### src/rtl/wake_pend_reg.sv
module wake_pend_reg #(
  parameter int N    = 8,
  parameter int SYNC = 2
) (
  input  logic         clk,
  input  logic         rst_n,
  input  logic [N-1:0] pin_i,
  input  logic [N-1:0] edge_fall_i,
  input  logic [N-1:0] irq_en_i,
  input  logic         rd_i,
  output logic [N-1:0] rd_data_o,
  input  logic         clr_we_i,
  input  logic [N-1:0] clr_mask_i,
  output logic         irq_o
);

  logic [SYNC-1:0][N-1:0] sync_q;
  logic [N-1:0] level, prev_q, det, clr_eff, pend_q;

  always_ff @(posedge clk or negedge rst_n)
    if (!rst_n) sync_q <= '0;
    else        sync_q <= {sync_q[SYNC-2:0], pin_i};

  assign level = sync_q[SYNC-1];

  always_ff @(posedge clk or negedge rst_n)
    if (!rst_n) prev_q <= '0;
    else        prev_q <= level;

  assign det     = (level & ~prev_q & ~edge_fall_i) | (~level & prev_q & edge_fall_i);
  assign clr_eff = clr_we_i ? clr_mask_i : '0;

  always_ff @(posedge clk or negedge rst_n)
    if (!rst_n) pend_q <= '0;
    else        pend_q <= (pend_q & ~clr_eff) | det;

  always_ff @(posedge clk or negedge rst_n)
    if (!rst_n) irq_o <= 1'b0;
    else        irq_o <= |(pend_q & irq_en_i);

  always_ff @(posedge clk or negedge rst_n)
    if (!rst_n)    rd_data_o <= '0;
    else if (rd_i) rd_data_o <= pend_q;

  for (genvar i = 0; i < N; i++) begin : g_chk

    pend_set_chk: assert property (@(posedge clk) disable iff (!rst_n)
      det[i] |=> pend_q[i]);

    clr_chk: assert property (@(posedge clk) disable iff (!rst_n)
      clr_eff[i] && !det[i] |=> !pend_q[i]);

    hold_chk: assert property (@(posedge clk) disable iff (!rst_n)
      pend_q[i] && !clr_eff[i] |=> pend_q[i]);

    no_spur_chk: assert property (@(posedge clk) disable iff (!rst_n)
      !pend_q[i] && !det[i] |=> !pend_q[i]);
  end


  irq_up_chk: assert property (@(posedge clk) disable iff (!rst_n)
    |(pend_q & irq_en_i) |=> irq_o);

  irq_dn_chk: assert property (@(posedge clk) disable iff (!rst_n)
    !(|(pend_q & irq_en_i)) |=> !irq_o);

  rd_load_chk: assert property (@(posedge clk) disable iff (!rst_n)
    rd_i |=> rd_data_o == $past(pend_q));

  rd_hold_chk: assert property (@(posedge clk) disable iff (!rst_n)
    !rd_i |=> $stable(rd_data_o));

endmodule

### config.mk
export PLATFORM = sky130hd
export DESIGN_NAME = wake_pend_reg
export DESIGN_NICKNAME = d
export VERILOG_FILES = /design/src/rtl/wake_pend_reg.sv
export SDC_FILE = /design/constraint.sdc
export NUM_CORES = 1
export LEC_CHECK = 0
export ABC_AREA = 1
export ABC_CLOCK_PERIOD_IN_PS = 800
export BUFFER_PORTS_ARGS = -buffer_cell sky130_fd_sc_hd__buf_4
export CORE_MARGIN = 2
export CORE_UTILIZATION = 49
export DETAILED_ROUTE_END_ITERATION = 7
export PLACE_DENSITY = 0.76
export SLEW_MARGIN = 25
export SYNTH_ARGS = -nofsm -noshare
export SYNTH_HDL_FRONTEND = slang
export SYNTH_SLANG_ARGS = --single-unit
### constraint.sdc
create_clock -name clk -period 0.8 [get_ports clk]
set_input_delay 0.04 -clock clk [delete_from_list [all_inputs] [get_ports clk]]
set_output_delay 0.04 -clock clk [all_outputs]
set_load 0.01 [all_outputs]
==> results.env <==
RR_WORST_DEPTH=4
DIODES=0
CP-END-KIND='output pin'
VDD.IR_DROP.WORST_mV=2.237
CORE-AREA_UM2=2781
MAX_CAPACITANCE_VIOLATION_COUNT=0
VIA_COUNT=1350
CLOCK.FMAX_GHz=1.056
GRT_FIRST_PASS_WIRELENGTH_MM=5.906
MAX_TRANSITION_MARGIN_PCT=66.82
GRT_ANTENNA_BEFORE_REPAIR=0
SYNTH.LARGEST_AREA_CELL='sky130_fd_sc_hd__dfrtp_1'
MAX_SLEW.WORST_PIN.SLEW_NS=0.4978
LAYOUT_WORST_PATH_CYCLE_SHARE_PCT=118.3
SYNTH_TOP_CELLS_BY_COUNT='sky130_fd_sc_hd__nand2_1, sky130_fd_sc_hd__dfrtp_1, sky130_fd_sc_hd__inv_1'
WORST-R2R-SETUP-SLACK_NS=-0.11
CRITICAL_PATH_BUFFERS_AND_INVERTERS=1
GPL.FINAL_WEIGHTED_CONGESTION=0.7573
FINALCRITICALPERIOD_NS=0.9467
RSZ0062_AT_GRT='true'
FAILED_CHECKS='negative setup slack'
CRITICAL_PATH.MAX_STAGE_DELAY_NS=0.42
SYNTH.AREA.TOP_CELLS='sky130_fd_sc_hd__dfrtp_1, sky130_fd_sc_hd__nand2_1, sky130_fd_sc_hd__inv_1'
WIRE_PER_INST_UM=14.42
CLKSLEWWORSTSETUPHOLDPATHS_NS=0.13
SYNTH-SEQ-AREA-SHARE_PCT=70.33
SYNTH_CELL_TYPES=8
SYNTHDOMINANTCELLAREASHARE_PCT=70.33
NETLIST_AREA_UM2=1459
WORSTSKEWPAIRLATENCY_NS=0.36
ROW_COUNT=19
FINAL_NETS=272
STATUS='finished with violations'
SETUP.WORST_PATH.START_CLASS='flop'
TIMING.RR.START='pend_q[2]'
WORST_SETUP_EP='rd_data_o[7]'
HOLD_PATH_DEPTH=4
HOLD_CLASS='input port to flop'
PWR_PER_CELL_AREA_nW_PER_UM2=1955
MAX_SLEW_VIOLATION_COUNT=0
SYNTH_ASYNC_SR_FLOP_SHARE_PCT=100.0
ROUTE.DETAILED.VIAS_PER_INST=5.037
START_UTIL_PCT=52.45
YOSYS_REGISTER_BITS=41
CRITICAL-PATH-SLOWEST-CELL='sky130_fd_sc_hd__dfrtp_1'
SYN-INSTANCE-COUNT=146
TIMING_HOLD_VIOLATIONS_FINAL=0
AVGSYNTHCELLAREA_UM2=9.992
MAX-CLOCK-PATH-BUFFERS=2
FINISH.UTILIZATION_PCT=84.93
CTS_TREE='yes'
TIMING.RR.END='irq_o'
DPL.HPWL_MM=1.858
LAYOUT.CELLS.NON_FILLER=268
PORT_BUFFERS=44
TIMING.CRITICAL_PATH.MAX_DELAY_FAMILY='flip-flops'
AREA.SEQUENTIAL_UM2=1026
FINAL.FILL_COUNT=153
DIEAREA_UM2=3430
NUMPLACEDINSTANCES=219
DRT-TOTAL-WL_MM=3.864
MAXIMUM_NUMBER_OF_PINS_ON_ONE_NET_BEFORE_GLOBAL_ROUTE_REPAIR=42
FIRST_ITER_VIOLATIONS=99
GLOBALROUTEOVERFLOWTOTAL=0
SETUP_VIOLATIONS=12
SYNTH_FLOP_CELL='sky130_fd_sc_hd__dfrtp_1'
POST-SYNTH-TOP-COUNT-CELL='sky130_fd_sc_hd__nand2_1'
SKEW_NS=0.01437
CTS_ROOT_BUFFER='sky130_fd_sc_hd__clkbuf_4'
WORST_SETUP_PATH_STARTPOINT='rd_data_o[7]'
YOSYSWARNINGCOUNT=0
LAYOUT-DRIVE-GT1-SHARE_PCT=29.96
LEAKAGEPOWER_nW=1.225
DRT_FIRST_PASS_ITERS=4
GRT_PASS1_VIAS=1365
CRITPATHMAXFANOUT=2
FINAL.SETUP.TNS_NS=-1.352
FP.DIEW_UM=58.57
GR_USAGE_TOTAL_PCT=23.97
WORST_PATH_CLASS_SETUP='flop to output pin'
ROUTE.DETAILED.DRC=0
CRIT_REQUIRED_NS=0.76
SYNTHTOLAYOUTAREAGROWTH_PCT=61.92
FINAL.SETUP.WORST_SLACK_NS=-0.1467
CRITICAL_PATH.CELL_CHAIN='buf_6'
POSTROUTEANTENNANETS=0
DESIGN.PORTCOUNT=45
MULTI_INPUT_COMB_AREA_UM2=362.8
VERTICAL_DIE_DIMENSION_UM=58.57
CTS_BUFFERS=5
POWER.TOTAL_mW=4.619
WORST_EP_ARRIVAL_TIME_NS=0.91
SYNTH_FP_NETS=182
CTS.SINKS=41
CTS-HTREE-LEVELS=2
CRIT_CELLS=1
SYNTH_EDF_COUNT=0
per-stage QoR:
stage,setup WS (ns),cell area (µm²),hold WS (ns)
after floorplan,0.08697,1459,-0.2556
after global placement,0.03918,1812,0.03743
after detailed placement,0.02131,1812,0.04591
after CTS,-0.1456,2295,0.007824
after global routing,-0.1825,2362,0.02633
final,-0.1467,2362,0.02591
repair_timing:
item | 4_1_cts | 5_1_grt
setup endpoints to repair | 11 | 15
resized for setup | 11 | 15
pin swaps | 6 | 6
hold buffers | 34 | 0
hold endpoints to repair | 66 | 0
buffers inserted | 3 | 5
layout make-up:
class                           instances  area share [%]
Clock buffer                            5           1.589
Clock inverter                          3           1.960
Inverter                               24           3.814
Tap cell                               31           1.642
Multi-Input combinational cell         79           15.36
Sequential cell                        41           43.43
Timing Repair Buffer                   85           32.20
where the power goes:
part / switching (mW) / internal [mW] / total, mW
Combinational: 0.366 / 0.498 / 0.864
Sequential: 0.129 / 2.25 / 2.38
Clock: 0.712 / 0.661 / 1.37
Total: 1.21 / 3.41 / 4.62
cells in the final DEF (no fill, tap or decap), types with 2 or more instances in the layout:
master | Yosys | final
sky130_fd_sc_hd__dlygate4sd3_1 | 0 | 34
sky130_fd_sc_hd__nor2_1 | 10 | 9
sky130_fd_sc_hd__buf_4 | 0 | 41
sky130_fd_sc_hd__clkbuf_4 | 0 | 5
sky130_fd_sc_hd__o21ai_1 | 0 | 2
sky130_fd_sc_hd__nand2_1 | 45 | 41
sky130_fd_sc_hd__inv_2 | 0 | 3
sky130_fd_sc_hd__inv_1 | 24 | 21
sky130_fd_sc_hd__nand3_1 | 16 | 13
sky130_fd_sc_hd__nand2_2 | 0 | 3
sky130_fd_sc_hd__o21ai_0 | 8 | 5
sky130_fd_sc_hd__nand3_2 | 0 | 3
sky130_fd_sc_hd__buf_6 | 1 | 10
sky130_fd_sc_hd__dfrtp_1 | 41 | 41
how the worst min path moves through the flow:
stage                  start        end  slack [ns]
finish              clr_we_i  pend_q[7]        0.03
global route        clr_we_i  pend_q[4]        0.03
CTS                 clr_we_i  pend_q[4]       0.008
detailed placement     rst_n  sync_q[2]        0.05
global placement       rst_n  sync_q[3]        0.04
floorplan              rst_n      irq_o       -0.26
routing by layer:
layer / routed length [µm] / GRT usage (%)
met5: 0 / 0
met4: 143 / 16.28
met3: 281 / 8.352
met2: 1984 / 37.56
met1: 1454 / 27.67
sequential cells by signal, indices dropped and copies added (netlist names):
signal / flops
sync_q: 8
rd_data_o: 8
irq_o: 1
pend_q: 8
level: 8
prev_q: 8
cells by family after synthesis:
logic type | Yosys count | share of synthesized area, %
compound gates | 8 | 2.745
flops | 41 | 70.33
simple gates | 71 | 19.64
buf+inv | 26 | 7.290
(Power assumes the default switching activity.)
